## src/rtl/erc_pkg.sv

```systemverilog
package erc_pkg;

    // Binomial coefficient n over k, zero outside 0 <= k <= n.
    function automatic longint binom(input int n, input int k);
        longint r;
        if (k < 0 || k > n) return 0;
        r = 1;
        for (int t = 1; t <= k; t++) r = (r * longint'(n - k + t)) / longint'(t);
        return r;
    endfunction

    function automatic int width_of(input longint cnt);
        return (cnt > 1) ? $clog2(cnt) : 1;
    endfunction

endpackage

```

## src/rtl/erc_popcnt.sv

```systemverilog
module erc_popcnt #(
    parameter int N  = 14,
    parameter int CW = 4
) (
    input  logic [N-1:0]  mask,
    output logic [CW-1:0] cnt
);
    always_comb begin
        cnt = '0;
        for (int i = 0; i < N; i++) cnt = cnt + CW'(mask[i]);
    end
endmodule

```

## src/rtl/erc_pad.sv

```systemverilog
module erc_pad #(
    parameter int N  = 14,
    parameter int R  = 4,
    parameter int CW = 4
) (
    input  logic [N-1:0]  mask,
    input  logic [CW-1:0] cnt,
    output logic [N-1:0]  padded
);
    // Check symbols sit at bits R-1..0; fill clear ones from the top.
    always_comb begin
        int need;
        padded = mask;
        need   = (int'(cnt) < R) ? (R - int'(cnt)) : 0;
        for (int j = R - 1; j >= 0; j--) begin
            if (!mask[j] && need > 0) begin
                padded[j] = 1'b1;
                need      = need - 1;
            end
        end
    end
endmodule

```

## src/rtl/erc_rank.sv

```systemverilog
module erc_rank #(
    parameter int N     = 14,
    parameter int R     = 4,
    parameter int IDX_W = 10
) (
    input  logic [N-1:0]     mask,
    output logic [IDX_W-1:0] rank
);
    import erc_pkg::*;

    localparam int RW = (R > 0) ? $clog2(R + 1) : 1;

    // Coefficient grid C(i,j), evaluated at elaboration.
    logic [31:0] coef [N][R+1];

    for (genvar gi = 0; gi < N; gi++) begin : g_row
        for (genvar gj = 0; gj <= R; gj++) begin : g_col
            assign coef[gi][gj] = 32'(binom(gi, gj));
        end
    end

    // MSB-first scan: each set bit at i with r ones left adds C(i,r).
    always_comb begin
        logic [31:0]   acc;
        logic [RW-1:0] rem;
        acc = '0;
        rem = RW'(R);
        for (int i = N - 1; i >= 0; i--) begin
            if (mask[i] && rem != '0) begin
                acc = acc + coef[i][rem];
                rem = rem - 1'b1;
            end
        end
        rank = acc[IDX_W-1:0];
    end
endmodule

```

## src/rtl/erc_rank_compressor.sv

```systemverilog
module erc_rank_compressor #(
    parameter int N = 14,
    parameter int R = 4,
    localparam int NUM_IDX = int'(erc_pkg::binom(N, R)),
    localparam int IDX_W   = erc_pkg::width_of(longint'(NUM_IDX))
) (
    input  logic             clk,
    input  logic             rst_n,
    input  logic             i_vld,
    input  logic [N-1:0]     i_mask,
    output logic             o_vld,
    output logic [IDX_W-1:0] o_rank,
    output logic             o_ovf
);
    localparam int CW = $clog2(N + 1);

    typedef struct packed {
        logic             vld;
        logic             ovf;
        logic [IDX_W-1:0] idx;
    } res_t;

    res_t res_d, res_q;

    logic [CW-1:0]    ones;
    logic [N-1:0]     filled;
    logic [IDX_W-1:0] rank_w;

    erc_popcnt #(.N(N), .CW(CW)) u_popcnt (
        .mask (i_mask),
        .cnt  (ones)
    );

    erc_pad #(.N(N), .R(R), .CW(CW)) u_pad (
        .mask   (i_mask),
        .cnt    (ones),
        .padded (filled)
    );

    erc_rank #(.N(N), .R(R), .IDX_W(IDX_W)) u_rank (
        .mask (filled),
        .rank (rank_w)
    );

    always_comb begin
        logic too_many;
        too_many  = int'(ones) > R;
        res_d.vld = i_vld;
        res_d.ovf = i_vld && too_many;
        res_d.idx = (i_vld && !too_many) ? rank_w : '0;
    end

    always_ff @(posedge clk or negedge rst_n) begin
        if (!rst_n) res_q <= '0;
        else        res_q <= res_d;
    end

    assign o_vld  = res_q.vld;
    assign o_ovf  = res_q.ovf;
    assign o_rank = res_q.idx;

endmodule

```

## config.mk

```make
export PLATFORM = sky130hd
export DESIGN_NAME = erc_rank_compressor
export DESIGN_NICKNAME = d
export VERILOG_FILES = /design/src/rtl/erc_pkg.sv /design/src/rtl/erc_popcnt.sv /design/src/rtl/erc_pad.sv /design/src/rtl/erc_rank.sv /design/src/rtl/erc_rank_compressor.sv
export SDC_FILE = /design/constraint.sdc
export NUM_CORES = 1
export LEC_CHECK = 0
export ABC_AREA = 1
export ABC_CLOCK_PERIOD_IN_PS = 1100
export BUFFER_PORTS_ARGS = -buffer_cell sky130_fd_sc_hd__buf_2
export CORE_MARGIN = 8
export CORE_UTILIZATION = 50
export DETAILED_ROUTE_END_ITERATION = 6
export GPL_ROUTABILITY_DRIVEN = 0
export HOLD_SLACK_MARGIN = 0.03
export PLACE_DENSITY = 0.67
export SLEW_MARGIN = 40
export SYNTH_ARGS = -nofsm -noshare
export SYNTH_HDL_FRONTEND = slang
export SYNTH_HIERARCHICAL = 1
export SYNTH_SLANG_ARGS = --single-unit
export TNS_END_PERCENT = 100
```

## constraint.sdc

```tcl
create_clock -name clk -period 1.1 [get_ports clk]
set_clock_uncertainty 0.05 [all_clocks]
set_input_delay 0.22 -clock clk [delete_from_list [all_inputs] [get_ports clk]]
set_output_delay 0.22 -clock clk [all_outputs]
set_load 0.05 [all_outputs]
```

==> results of run 1 <==
layout by cell type, fill, tap and decap left out, types with 5 or more instances in the layout:
cell	n
a21oi_1	26
nand3_2	21
xnor2_1	8
inv_4	5
fa_1	16
nand2_2	50
ha_4	15
buf_4	284
inv_1	167
ha_2	5
nor2_4	9
o21ai_2	10
o21ai_1	10
o21bai_1	7
o21ai_0	29
or2_2	9
nor2_2	15
clkbuf_4	7
nand4_1	14
xor2_1	18
nand2_1	286
dfrtp_1	12
inv_2	36
ha_1	65
nand2_4	17
o21ai_4	5
nand3_1	76
nor2_1	81
buf_2	16
buf_6	7
cells by family after synthesis:
| group | Yosys count |
|---|---|
| AOI/OAI and AO/OA | 102 |
| xor gates and xnor gates | 35 |
| adders and majority gates | 103 |
| buffers and inverters | 227 |
| DFF | 12 |
| and+or+nand+nor | 602 |
sequential cells by signal (all words and copies together), names as in the netlist:
register,count
o_rank,10
o_ovf,1
o_vld,1
final cells by class:
| class | instances | area share |
|---|---|---|
| Sequential cell | 12 | 0.03138 |
| Inverter | 212 | 0.08592 |
| Tap cell | 172 | 0.02249 |
| Timing Repair Buffer | 317 | 0.2496 |
| Clock buffer | 3 | 0.007846 |
| Multi-Input combinational cell | 842 | 0.6027 |
metal layers:
metal | GRT usage | vias to the layer above
met5 | 0 | -
met4 | 0.02972 | 0
met3 | 0.01356 | 27
met2 | 0.3989 | 113
met1 | 0.2727 | 3322
li1 | - | 3986
through the flow:
step	util	cell area (sq um)	setup TNS [ns]	setup slack, ns
floorplan	-	6721	-82.44	-8.278
global placement	0.7086	8906	-80.65	-8.021
detailed placement	0.7086	8906	-82.93	-8.251
CTS	0.7485	9408	-78.54	-7.838
global route	0.7613	9568	-84.72	-8.447
finish	0.7613	9568	-79.57	-7.981
how the worst max path moves through the flow:
stage / from / end / slack, ns
finish: i_mask[12] / o_rank[6] / -7.98
global route: i_mask[12] / o_rank[9] / -8.45
CTS: i_mask[12] / o_rank[8] / -7.84
detailed placement: i_mask[12] / o_rank[9] / -8.25
global placement: i_mask[12] / o_rank[9] / -8.02
floorplan: i_mask[12] / o_rank[9] / -8.28
what timing repair did:
item	in CTS	in global routing
hold buffers	1	0
setup buffers	27	7
setup endpoints to repair	12	20
gates resized for setup	48	44
pin swaps	40	30
endpoints found under the hold margin	12	0
==> flow_metrics.py, run 1 <==
metrics = {
    "run_status": {
        "outcome": "finished, violations left",
        "violations": "negative setup slack",
    },
    "job": {
        "cap_violations": 0,
    },
    "yosys": {
        "mappedNetlistArea_sq_um": 6416,
        "synth_cells": 1081,
        "synth_compound_area_frac": 0.09263,
        "synth-xor-area-share": 0.05109,
        "async_flop_share": 1.000,
        "synth-main-ff-cell": "dfrtp_1",
        "ys_warn_count": 6,
        "ys_types": 48,
        "synth_top_family_by_area": "simple AND/OR/NAND/NOR gates",
        "synth-edff-count": 0,
        "synth.most_common_cell": "nand2_1",
        "syn_avg_cell_area_sq_um": 5.935,
        "synth_top_cell_area_share": 0.1784,
        "syn-num-nets": 1201,
        "muxShareOfSynthArea": 0,
        "synth-simple-area-share": 0.4472,
        "synth_common_cells": "nand2_1 (305), inv_1 (181), nor2_1 (91)",
        "synth_area_leaders": "nand2_1 (18%), ha_1 (17%), inv_1 (11%), nand3_1 (6.4%), fa_1 (5.6%)",
        "synth_seq_area_share": 0.04680,
        "yosys_register_bits": 12,
        "synth_top_cell_by_area": "nand2_1",
        "synthAdderAreaFrac": 0.2219,
    },
    "clock_tree": {
        "numClockSinks": 12,
        "clk_pin_slew_worst_paths_ns": 0.04,
        "cts_tree": "done",
        "cts_max_level": 1,
        "clock_path_buffers": 2,
        "numCtsBuffers": 3,
        "cts_root_buf": "clkbuf_16",
    },
    "worst_setup_path": {
        "cp_slowest_cell": "fa_2",
        "worst_path_dominant_cell_family": "adder cells",
        "cp.arrival_ns": 9.19,
        "path_buf_inv": 11,
        "worst-path-stages": 50,
        "crit_fanout": 4,
        "crit_top_cell": "fa_1",
        "worstPathRequired_ns": 1.21,
        "worst-setup-path-type": "in -> reg",
        "endpoint_kind": "register",
        "worst_setup_path_start_kind": "primary input",
        "slowest_delay_ns": 0.56,
    },
    "sta": {
        "slew_viol_final": 0,
        "setup_viol": 11,
        "hold_viol_final": 0,
        "worst_pin_slew_ns": 0.4272,
        "min_period_over_period": 8.255,
        "whs_ns": 0.09397,
        "relSlewSlack": 0.7122,
        "max_freq_mhz": 110.1,
        "rsz0062_at_grt": "true",
        "min_period_ns": 9.081,
        "setup_ws_ns": -7.981,
    },
    "grt": {
        "grtUsageTotal": 0.2157,
        "grt_overflow": 0,
        "antenna_found_initial": 0,
        "grt_max_degree": 14,
        "first_global_vias": 7351,
        "grt_first_pass_wirelength_um": 30950,
    },
    "route": {
        "wl_met1_um": 8411,
        "dr_total_vias": 7448,
        "met2_length_um": 8804,
        "drt_iter0_drc": 316,
        "dr_wl_met3_um": 375,
        "viasPerCell": 4.780,
        "wl_per_cell_um": 11.45,
        "top_layer_used": "met4",
        "drc": 0,
        "first_pass_iters": 5,
        "wl_um": 17840,
        "antenna_left": 0,
    },
    "placement": {
        "portBuffers": 28,
        "placedCellCount": 1524,
        "hpwl_um": 14250,
    },
    "floorplanning": {
        "initial_core_util": 0.5105,
        "die_area_sq_um": 16710,
        "rows": 41,
        "die_w_um": 129.3,
        "die_h_um": 129.3,
        "ios": 29,
        "core-area_sq_um": 12570,
    },
    "cells_and_area": {
        "n_fill_cell": 919,
        "multi_input_area_sq_um": 5767,
        "seqCellArea_sq_um": 300.3,
        "synthToLayoutAreaGrowth_pct": 49.12,
        "drive_gt1_frac": 0.3925,
        "antenna_cells": 0,
        "layoutNonFillerInstCount": 1558,
        "num-nets-final": 1508,
    },
    "hold_path": {
        "min_from": "i_vld",
        "min_path_cells": 1,
        "min_path_type": "in -> reg",
        "holdPathEnd": "o_vld",
    },
}
Power of run 1 is left out: the tool's default activity adds up to more than one toggle a clock period on the data nets, which glitch-free logic cannot reach.
==> run 2, diff against run 1 <==
CELL_PAD_IN_SITES_DETAIL_PLACEMENT = 0   (was not set)
CELL_PAD_IN_SITES_GLOBAL_PLACEMENT = 1   (was not set)
CORE_UTILIZATION = 49   (was 50)
HOLD_SLACK_MARGIN = not set   (was 0.03)
PLACE_DENSITY = not set   (was 0.67)
PLACE_DENSITY_LB_ADDON = 0.1   (was not set)
SLEW_MARGIN = 20   (was 40)
==> run 2 against run 1 <==
The run still ends with negative setup slack left; core utilization is 2.6 points lower; count of clock-buffer cells in the layout stayed put; first-iteration DRC count is 23% lower.
==> flow_metrics.py, run 2 (synthesis results as in run 1) <==
metrics = {
    "floorplanning": {
        "ios": 29,
        "initial_core_util": 0.4923,
        "core-area_sq_um": 13030,
        "die_area_sq_um": 17010,
        "die_h_um": 130.4,
        "die_w_um": 130.4,
        "rows": 42,
    },
    "grt": {
        "grt_max_degree": 15,
        "first_global_vias": 7044,
        "grtUsageTotal": 0.2031,
        "grt_first_pass_wirelength_um": 29330,
        "antenna_found_initial": 0,
        "grt_overflow": 0,
    },
    "hold_path": {
        "min_path_type": "in -> reg",
    },
    "cells_and_area": {
        "synthToLayoutAreaGrowth_pct": 49.30,
        "antenna_cells": 0,
        "layout_common_cells": "nand2_1 (277), buf_4 (270), inv_1 (168), nor2_1 (75), nand3_1 (74)",
        "num-nets-final": 1499,
        "drive_gt1_frac": 0.4031,
        "final_common_cell": "nand2_1",
        "largest_reg_flops": 10,
    },
    "route": {
        "drt_iter0_drc": 242,
        "wl_um": 17350,
        "wl_per_cell_um": 11.17,
        "dr_total_vias": 7329,
        "first_pass_iters": 5,
        "viasPerCell": 4.719,
        "antenna_left": 0,
        "drc": 0,
    },
    "sta": {
        "worst_pin_slew_ns": 0.4264,
        "setup_viol": 11,
        "hold_viol_final": 0,
        "max_freq_mhz": 110.3,
        "min_period_over_period": 8.241,
        "rsz0062_at_grt": "true",
        "min_period_ns": 9.065,
        "relSlewSlack": 0.7127,
        "setup_ws_ns": -7.965,
        "slew_viol_final": 0,
        "whs_ns": 0.09677,
    },
    "worst_setup_path": {
        "worst-setup-path-type": "in -> reg",
        "cp.arrival_ns": 9.19,
        "path_buf_inv": 11,
        "cp_slowest_cell": "fa_2",
        "slowest_delay_ns": 0.57,
        "worstPathRequired_ns": 1.22,
        "endpoint_kind": "register",
        "crit_fanout": 4,
        "worst_setup_path_start_kind": "primary input",
        "crit_top_cell": "fa_1",
        "worst_path_dominant_cell_family": "adder cells",
    },
    "clock_tree": {
        "numCtsBuffers": 3,
        "cts_root_buf": "clkbuf_16",
        "clock_path_buffers": 2,
        "numClockSinks": 12,
        "clk_pin_slew_worst_paths_ns": 0.04,
        "cts_tree": "done",
        "cts_max_level": 1,
    },
    "run_status": {
        "outcome": "finished, violations left",
        "violations": "negative setup slack",
    },
    "job": {
        "cap_violations": 0,
    },
    "placement": {
        "hpwl_um": 14170,
        "portBuffers": 28,
    },
}
[run 2: changes by cell type in the layout (fill, tap and decap cells not counted), sizes merged]
| cell | change |
|---|---|
| buf | -6 |
| clkbuf | -3 |
[run 2: per-stage QoR]
stage	setup slack, ns	std cells	instance area [sq um]	utilization	setup TNS (ns)
global route	-8.453	1553	9579	0.7350	-84.12
finish	-7.965	1553	9579	0.7350	-79.59
floorplan	-8.278	1081	6721	-	-82.44
CTS	-7.810	1543	9206	0.7064	-78.12
detailed placement	-8.271	1514	8793	0.6747	-82.99
global placement	-8.036	1514	8793	0.6747	-80.63
[run 2: repair_timing]
item                                    4_1_cts  5_1_grt
buffers inserted                             25       10
hold endpoints to repair                     12        0
cloned                                        0        0
endpoints found under the setup margin       12       14
hold buffers                                  1        0
pin swaps                                    26       43
resized for setup                            31       74
[run 2: layer usage]
metal | vias to the layer above | GRT usage | routed length, um
li1 | 3975 | - | -
met1 | 3259 | 0.2675 | 8300
met2 | 81 | 0.3626 | 8474
met3 | 14 | 0.01664 | 411
met4 | 0 | 0.02498 | 165
met5 | - | 0 | 0
[run 2: area by class of cell]
cell class / instances / area, sq um
clock buffers: 3 / 75.07
fillers: 1087 / 3453
inverters: 212 / 822.0
multi-input cells: 842 / 5857
flip-flops and latches: 12 / 300.3
well taps: 176 / 220.2
repair buffers: 308 / 2305
[run 2: worst paths after layout]
check	cells after the start	slack, ns	to	start
setup / recovery	52	-7.96	o_rank[8]	i_mask[12]
hold / removal	1	0.1	o_vld	i_vld
max in group asynchronous	2	0.42	o_vld	rst_n
min in group asynchronous	2	0.35	o_rank[9]	rst_n
Power of run 2 is left out for the same reason.
==> run 3, diff against run 2 <==
CORE_ASPECT_RATIO = 1.2   (was not set)
REMOVE_ABC_BUFFERS = 1   (was not set)
==> run 3 against run 2 <==
The run still ends with negative setup slack left; worst setup slack got worse by 0.12 ns; cell area rose by 6.4%; sequential share of layout area fell by 0.19 points; routed wire length rose by 19%; final cell count rose by 2.4%; worst hold slack improved by 0.015 ns; highest routed layer unchanged; first-iteration DRC count rose by 15%.
==> flow_metrics.py, run 3 (synthesis results as in run 1) <==
metrics = {
    "sta": {
        "min_period_ns": 9.188,
        "hold_viol_final": 0,
        "setup_viol": 11,
        "final.setup.tns_ns": -80.77,
        "relSlewSlack": 0.7248,
        "slew_viol_final": 0,
        "rsz0062_at_grt": "true",
        "min_period_over_period": 8.352,
        "setup_ws_ns": -8.088,
        "worst_pin_slew_ns": 0.4085,
        "max_freq_mhz": 108.8,
    },
    "hold_path": {
        "min_path_type": "in -> reg",
    },
    "cells_and_area": {
        "drive_gt1_frac": 0.4266,
        "num-nets-final": 1544,
        "layout_common_cells": "buf_4 (305), nand2_1 (280), inv_1 (165), nor2_1 (79), nand3_1 (73)",
        "antenna_cells": 0,
        "largest_reg_flops": 10,
        "synthToLayoutAreaGrowth_pct": 58.81,
        "final_common_cell": "buf_4",
    },
    "worst_setup_path": {
        "worst-path-stages": 55,
        "crit_fanout": 3,
        "worstSetupStartpoint": "i_mask[13]",
        "worst-setup-path-type": "in -> reg",
        "worst_setup_path_start_kind": "primary input",
        "worst_path_dominant_cell_family": "adder cells",
        "slowest_delay_ns": 0.57,
        "cp_slowest_cell": "fa_2",
        "endpoint_kind": "register",
        "cp.arrival_ns": 9.31,
        "worstPathRequired_ns": 1.22,
        "path_buf_inv": 15,
        "crit_path_end": "o_rank[9]",
    },
    "grt": {
        "grt_overflow": 0,
        "grtUsageTotal": 0.2036,
        "grt_max_degree": 18,
        "first_global_vias": 7405,
        "grt_first_pass_wirelength_um": 29990,
        "antenna_found_initial": 0,
    },
    "floorplanning": {
        "die_w_um": 120.5,
        "rows": 46,
        "core-area_sq_um": 13010,
        "ios": 29,
        "initial_core_util": 0.4933,
        "die_area_sq_um": 17030,
        "die_h_um": 141.4,
    },
    "clock_tree": {
        "cts_max_level": 1,
        "clk_pin_slew_worst_paths_ns": 0.04,
        "numClockSinks": 12,
        "numCtsBuffers": 3,
        "cts_tree": "done",
        "clock_path_buffers": 2,
        "cts_root_buf": "clkbuf_16",
    },
    "route": {
        "antenna_left": 0,
        "wl_per_cell_um": 12.97,
        "wl_um": 20640,
        "first_pass_iters": 4,
        "viasPerCell": 4.924,
        "dr_total_vias": 7834,
        "drc": 0,
        "drt_iter0_drc": 278,
    },
    "job": {
        "cap_violations": 0,
    },
    "run_status": {
        "violations": "negative setup slack",
        "outcome": "finished, violations left",
    },
    "placement": {
        "hpwl_um": 14160,
        "portBuffers": 28,
    },
}
==> run 3: cell types whose count changed in the layout (fill, tap and decap cells not counted), sizes merged <==
cell	previous run	this run
clkbuf	7	11
clkinvlp	1	0
inv	208	211
buf	303	345
clkinv	3	1
==> run 3: final cells by class <==
| type | count | area, sq um |
|---|---|---|
| multi-input cells | 842 | 6037 |
| fillers | 946 | 2818 |
| repair buffers | 353 | 2720 |
| inverters | 212 | 833.3 |
| flip-flops and latches | 12 | 300.3 |
| well taps | 168 | 210.2 |
| clock buffers | 4 | 88.84 |
==> run 3: timing repair <==
item                                    CTS  global route
setup buffers                            41            24
endpoints found under the setup margin   13            19
hold buffers                              1             0
hold endpoints to repair                 12             0
pin swaps                                74            98
gates resized for setup                 100           142
==> run 3: worst min-delay path by stage <==
stage / cells after the start / slack, ns / startpoint / endpoint
after floorplan: 0 / -0.13 / rst_n / o_ovf
after global placement: 1 / 0.05 / rst_n / o_rank[7]
after detailed placement: 1 / 0.06 / rst_n / o_rank[7]
after CTS: 1 / 0.10 / i_vld / o_vld
after global routing: 1 / 0.11 / i_vld / o_vld
final: 1 / 0.11 / i_vld / o_vld
==> run 3: metrics by stage <==
step                      setup WS (ns)  area [sq um]  utilization  cells  hold WS [ns]
after detailed placement         -9.395          8638       0.6641   1525       0.06481
after floorplan                  -9.681          6314            -   1066       -0.1256
after global routing             -8.496         10190       0.7834   1591        0.1057
after CTS                        -7.794          9418       0.7240   1570        0.1010
final                            -8.088         10190       0.7834   1591        0.1113
after global placement           -9.118          8638       0.6641   1525       0.05031
==> run 3: routing by layer <==
| layer | share of wire | vias up | global-route usage |
|---|---|---|---|
| met2 | 0.56 | 143 | 0.4363 |
| met5 | 0 | - | 0 |
| li1 | - | 4047 | - |
| met3 | 0.021 | 69 | 0.008748 |
| met1 | 0.38 | 3575 | 0.2093 |
| met4 | 0.037 | 0 | 0.03030 |
Power of run 3 is left out for the same reason.
